[src/rtl/gpio_spi_pkg.sv]
// Package: shared widths, register offsets and the pin-role map for the
// shared-pin port. Assumes two SPI units with four pins each, eight pins total.
package gpio_spi_pkg;

    localparam int PORT_W  = 8;
    localparam int UNITS   = 2;
    localparam int ADDR_W  = 3;
    localparam logic [ADDR_W-1:0] OFS_DATA = 3'h3;
    localparam logic [ADDR_W-1:0] OFS_DIR  = 3'h7;

    typedef enum logic [1:0] {
        ROLE_MISO = 2'd0,
        ROLE_MOSI = 2'd1,
        ROLE_SS   = 2'd2,
        ROLE_SCK  = 2'd3
    } pin_role_e;

    // Unit that may claim a given pin: lower half unit 0, upper half unit 1.
    function automatic int unit_of(input int idx);
        return (idx < PORT_W / UNITS) ? 0 : 1;
    endfunction

    // Role of a pin. Unit 1's pins mirror unit 0's pins in reverse order.
    function automatic pin_role_e role_of(input int idx);
        int k;
        k = (idx < PORT_W / UNITS) ? idx : (PORT_W - 1 - idx);
        case (k)
            0:       return ROLE_MISO;
            1:       return ROLE_MOSI;
            2:       return ROLE_SS;
            default: return ROLE_SCK;
        endcase
    endfunction

endpackage

[src/rtl/gpio_port_regs.sv]
// Module: data latch and direction register behind the register bus.
// Assumes a single-cycle write strobe. The latch has no reset on purpose:
// its contents survive reset. During reset all writes are blocked.
module gpio_port_regs
    import gpio_spi_pkg::*;
(
    input  logic              clk,
    input  logic              rst_n,
    input  logic              wr,
    input  logic [ADDR_W-1:0] addr,
    input  logic [PORT_W-1:0] wdata,
    output logic [PORT_W-1:0] latch_q,
    output logic [PORT_W-1:0] dir_q
);

    // Data latch: loaded by writes to the data offset, untouched by reset.
    always_ff @(posedge clk) begin
        if (rst_n && wr && addr == OFS_DATA)
            latch_q <= wdata;
    end

    // Direction register: cleared by reset, loaded by writes to its offset.
    always_ff @(posedge clk) begin
        if (!rst_n)
            dir_q <= '0;
        else if (wr && addr == OFS_DIR)
            dir_q <= wdata;
    end

endmodule

[src/rtl/gpio_pin_sync.sv]
// Module: two-stage synchronizer for the raw pad inputs.
// Assumes that the pad levels are asynchronous to clk. Both stages reset to 0.
module gpio_pin_sync
    #(parameter int W = 8)
(
    input  logic         clk,
    input  logic         rst_n,
    input  logic [W-1:0] d,
    output logic [W-1:0] q
);

    logic [W-1:0] stage1;

    // Two flops in series; the second stage is the synchronized output.
    always_ff @(posedge clk) begin
        if (!rst_n) begin
            stage1 <= '0;
            q      <= '0;
        end else begin
            stage1 <= d;
            q      <= stage1;
        end
    end

endmodule

[src/rtl/gpio_pin_mux.sv]
// Module: per-pin ownership and direction selection.
// Assumes the pin-role map from the package. Purely combinational.
module gpio_pin_mux
    import gpio_spi_pkg::*;
(
    input  logic [UNITS-1:0]  spi_en,
    input  logic [UNITS-1:0]  spi_master,
    input  logic [PORT_W-1:0] spi_out,
    input  logic [PORT_W-1:0] latch_q,
    input  logic [PORT_W-1:0] dir_q,
    output logic [PORT_W-1:0] pad_out,
    output logic [PORT_W-1:0] pad_oe
);

    for (genvar i = 0; i < PORT_W; i++) begin : g_pin
        localparam int        UNIT = unit_of(i);
        localparam pin_role_e ROLE = role_of(i);

        logic owned;
        logic spi_drive;

        // Decide whether this pin's unit claims it and which direction the mode sets.
        always_comb begin
            owned = spi_en[UNIT] && !(ROLE == ROLE_SS && spi_master[UNIT]);
            case (ROLE)
                ROLE_MISO: spi_drive = !spi_master[UNIT];
                ROLE_SS:   spi_drive = 1'b0;
                default:   spi_drive = spi_master[UNIT];
            endcase
        end

        // Select the pad value and enable from either the SPI or the port registers.
        always_comb begin
            pad_oe[i]  = owned ? spi_drive  : dir_q[i];
            pad_out[i] = owned ? spi_out[i] : latch_q[i];
        end
    end

endmodule

[src/rtl/gpio_spi_port.sv]
// Module: top of the eight-pin port that shares its pins with two SPI units.
// Assumes synchronous active-low reset and a combinational read path.
module gpio_spi_port
    import gpio_spi_pkg::*;
(
    input  logic              clk,
    input  logic              rst_n,
    input  logic              bus_wr,
    input  logic [ADDR_W-1:0] bus_addr,
    input  logic [PORT_W-1:0] bus_wdata,
    output logic [PORT_W-1:0] bus_rdata,
    input  logic [UNITS-1:0]  spi_en,
    input  logic [UNITS-1:0]  spi_master,
    input  logic [PORT_W-1:0] spi_out,
    output logic [PORT_W-1:0] spi_in,
    input  logic [PORT_W-1:0] pad_in,
    output logic [PORT_W-1:0] pad_out,
    output logic [PORT_W-1:0] pad_oe
);

    logic [PORT_W-1:0] latch_q;
    logic [PORT_W-1:0] dir_q;
    logic [PORT_W-1:0] pin_sync;

    gpio_port_regs u_regs (
        .clk     (clk),
        .rst_n   (rst_n),
        .wr      (bus_wr),
        .addr    (bus_addr),
        .wdata   (bus_wdata),
        .latch_q (latch_q),
        .dir_q   (dir_q)
    );

    gpio_pin_sync #(.W(PORT_W)) u_sync (
        .clk   (clk),
        .rst_n (rst_n),
        .d     (pad_in),
        .q     (pin_sync)
    );

    gpio_pin_mux u_mux (
        .spi_en     (spi_en),
        .spi_master (spi_master),
        .spi_out    (spi_out),
        .latch_q    (latch_q),
        .dir_q      (dir_q),
        .pad_out    (pad_out),
        .pad_oe     (pad_oe)
    );

    // Hand the synchronized pin states to the SPI units.
    assign spi_in = pin_sync;

    // Register read: the direction bit picks the latch or the pin on each bit.
    always_comb begin
        case (bus_addr)
            OFS_DATA: bus_rdata = (latch_q & dir_q) | (pin_sync & ~dir_q);
            OFS_DIR:  bus_rdata = dir_q;
            default:  bus_rdata = '0;
        endcase
    end

endmodule

[config.mk]
export PLATFORM = sky130hd
export DESIGN_NAME = gpio_spi_port
export DESIGN_NICKNAME = d
export VERILOG_FILES = /design/src/rtl/gpio_spi_pkg.sv /design/src/rtl/gpio_port_regs.sv /design/src/rtl/gpio_pin_sync.sv /design/src/rtl/gpio_pin_mux.sv /design/src/rtl/gpio_spi_port.sv
export SDC_FILE = /design/constraint.sdc
export NUM_CORES = 1
export LEC_CHECK = 0
export CAP_MARGIN = 10
export CORE_ASPECT_RATIO = 1.2
export CORE_MARGIN = 2
export CORE_UTILIZATION = 43
export CTS_CLUSTER_DIAMETER = 60
export CTS_CLUSTER_SIZE = 12
export DETAILED_ROUTE_END_ITERATION = 12
export PLACE_DENSITY = 0.85
export SLEW_MARGIN = 20
export SYNTH_ARGS = -nofsm -noshare
export SYNTH_HDL_FRONTEND = slang
export SYNTH_SLANG_ARGS = --single-unit
[constraint.sdc]
create_clock -name clk -period 2.8 [get_ports clk]
set_input_delay 0.56 -clock clk [delete_from_list [all_inputs] [get_ports clk]]
set_output_delay 0.56 -clock clk [all_outputs]
set_load 0.01 [all_outputs]
==> flow_summary.yaml <==
outcome:
  outcome: "finished, final reports clean"
cts:
  htreeDepth: 2
  cts.clk_slew.worst_paths_ns: 0.08
  insertion_delay_ns: 0.31
  cts_sinks: 32
  numCtsBuffers: 5
  postCtsSetupBuffers: 0
  cts_tree: "built"
  holdBufCountCts: 0
  cts_buffer_depth: 2
  clockRootBuffer: "clkbuf_4"
grt:
  grt_pass1_vias: 1167
  grt_use_met3: 0.04545
  grt_pass1_wl_mm: 5.099
  met2_usage: 0.3378
  gr-total-overflow: 0
  grt_max_degree: 33
  top_usage_layer: "met2"
  track_usage: 0.1978
  antenna_found_initial: 0
  met1_usage: 0.2294
hold_path:
  min-delay-start: "u_sync.stage1[3]$_SDFF_PN0_"
  hp-class: "reg2reg"
  whs_path_depth: 1
  hold_end: "u_sync.q[3]$_SDFF_PN0_"
sta:
  finalSetupViolCount: 0
  max_freq_mhz: 365.1
  fin_crit_sh: 0.9782
  maxSlewHeadroom: 0.6829
  rsz0062_at_grt: "no"
  hold_viol_final: 0
  finalClockSkew_ns: 0.003930
  timing.final.crit_period_ns: 2.739
  slew_viol_final: 0
  max_slew.worst_pin.slew_ns: 0.4756
  hold_ws_ns: 0.4389
critical_path:
  crit_slowest_cell: "clkdlybuf4s50_1"
  start_kind: "input port"
  critPathMostFrequentCell: "clkdlybuf4s50_1"
  rrSetupSlack_ns: 2.15
  arrival_ns: 2.18
  crit_type: "in2out"
  ff2ff_path_depth: 2
  r2r-start: "u_regs.dir_q[1]$_SDFFE_PN0P_"
  slowest_delay_ns: 0.56
  r2r_end: "u_regs.dir_q[1]$_SDFFE_PN0P_"
  cp_cell_sequence: "clkdlybuf4s50_1 > buf_4 > or3b_1 > a21oi_1 > clkdlybuf4s50_1"
  cp_max_fo: 15
  end_kind: "output port"
  critPathRequiredTime_ns: 2.24
floorplanning:
  die_width_um: 55.06
  ios: 66
  core-area_mm2: 0.003028
  dieArea_mm2: 0.003593
  die_height_um: 65.27
  num_rows: 22
  start_util: 0.4442
synth:
  synth_adder_area_share: 0
  yosys_warnings: 0
  synth_nets: 165
  yosysTopAreaCell: "dfxtp_1"
  netlist-cell-type-count: 19
  synth-simple-area-share: 0.2112
  synth_top_family_by_area: "simple AND/OR/NAND/NOR gates"
  synth_top_area_share: 0.3572
  syn_area_per_cell_um2: 10.27
  synth_compound_area_frac: 0.08558
  syn_inst: 131
  synthesis.area_mm2: 0.001345
  synth_mux_area_frac: 0.1265
  ys_top_cells_by_area: "dfxtp_1 (36%), edfxtp_1 (18%), and2_1 (7.4%)"
  ys_seq_area_frac: 0.5358
  synth-xor-area-share: 0
  ys_seq_elements: 32
routing:
  drtPass1Iterations: 4
  vias: 1199
  drt-total-wl_mm: 3.267
  detail-route-antenna-nets: 0
  remaining_drc_errors: 0
  wire_per_inst_um: 13.61
  vias_per_cell: 4.996
  first_iter_violations: 17
power_and_ir_drop:
  pwr_density_cell_mw_per_mm2: 432.3
  p_leak_uw: 0.0007943
  ir_drop_v: 0.0004209
place:
  dp_hpwl_mm: 2.576
  io_buffers: 65
  placed_cell_area_mm2: 0.002053
  gp_congestion: 0.8486
final_layout:
  diodes: 0
  fill_cells: 239
  final_area_mm2: 0.002103
  layout.nets: 237
  drive_above_1_share: 0.1373
  layout_commonest_cell: "clkdlybuf4s50_1"
  area_growth_pct: 56.37
  layout_common_cells: "clkdlybuf4s50_1 (58), dfxtp_1 (24), nand2_1 (20)"
flow_run:
  cap_violations: 0
timing repair:
item / in CTS / in global routing
resized for setup: 7 / 0
setup endpoints to repair: 7 / 0
hold endpoints to repair: 0 / 0
worst max-delay path: cells and delay by family:
kind / cells / cell delay (ns)
AND/OR/NAND/NOR: 1 / 0.35
buffers and inverters: 3 / 1.14
AO/OA/AOI/OAI: 1 / 0.12
Yosys cell counts:
library cell / number
and4_1: 1
mux2i_1: 8
dfxtp_1: 24
nand2_1: 20
buf_2: 2
o21ai_0: 12
inv_1: 4
a21oi_1: 8
or3b_1: 1
buf_4: 1
mux2_2: 8
edfxtp_1: 8
o21a_1: 2
nor2b_1: 4
and2_1: 16
or3b_2: 7
nor3_1: 1
buf_6: 1
clkbuf_1: 3
state kept, by name, indices dropped and copies added, names as in the netlist:
| register | count |
|---|---|
| u_sync.q | 8 |
| u_sync.stage1 | 8 |
| u_regs.dir_q | 8 |
| u_regs.latch_q | 8 |
report_power, final:
group	switching (µW)	internal, µW
Sequential	6.89	488
Clock	138	124
Combinational	54.4	97.4
Total	200	710
stage by stage:
step,setup WS (ns),std cells,total power [µW],TNS [ns],utilization
3_3_place_gp,-0.03830,232,654.9,-0.1660,0.6781
2_1_floorplan,0.9767,131,559.6,0,-
5_1_grt,0.01706,240,952.6,0,0.6946
4_1_cts,0.05481,240,919.0,0,0.6946
3_5_place_dp,-0.06349,232,659.5,-0.3014,0.6781
6_report,0.06102,240,909.3,0,0.6946
worst max path at each step:
| stage | start | end | slack, ns |
|---|---|---|---|
| after global routing | bus_addr[2] | bus_rdata[2] | 0.02 |
| after global placement | bus_addr[2] | bus_rdata[7] | -0.04 |
| final | bus_addr[2] | bus_rdata[2] | 0.06 |
| after detailed placement | bus_addr[2] | bus_rdata[4] | -0.06 |
| after CTS | bus_addr[2] | bus_rdata[2] | 0.05 |
| after floorplan | rst_n | u_regs.latch_q[0]$_DFFE_PP_ | 0.98 |
metal layers:
layer	part of all wire	wire length, µm	up-vias
met3	0.052	171	7
met1	0.38	1248	556
met4	0.017	57	0
met2	0.55	1789	47
met5	0	0	-
li1	-	-	589
cell families after synthesis:
logic type,count (synthesis)
compound gates,22
simple gates,50
flops,32
buf+inv,11
mux,16
cell type report:
class                      instances  area, µm²  area share
inverter                           4      15.01    0.007139
sequential                        32      720.7      0.3427
tap                               36      45.04     0.02142
clock buffer                       8      58.81     0.02796
multi-input combinational         88      569.3      0.2707
timing repair buffer              72      694.4      0.3302
Power figures use the tool's default switching activity.
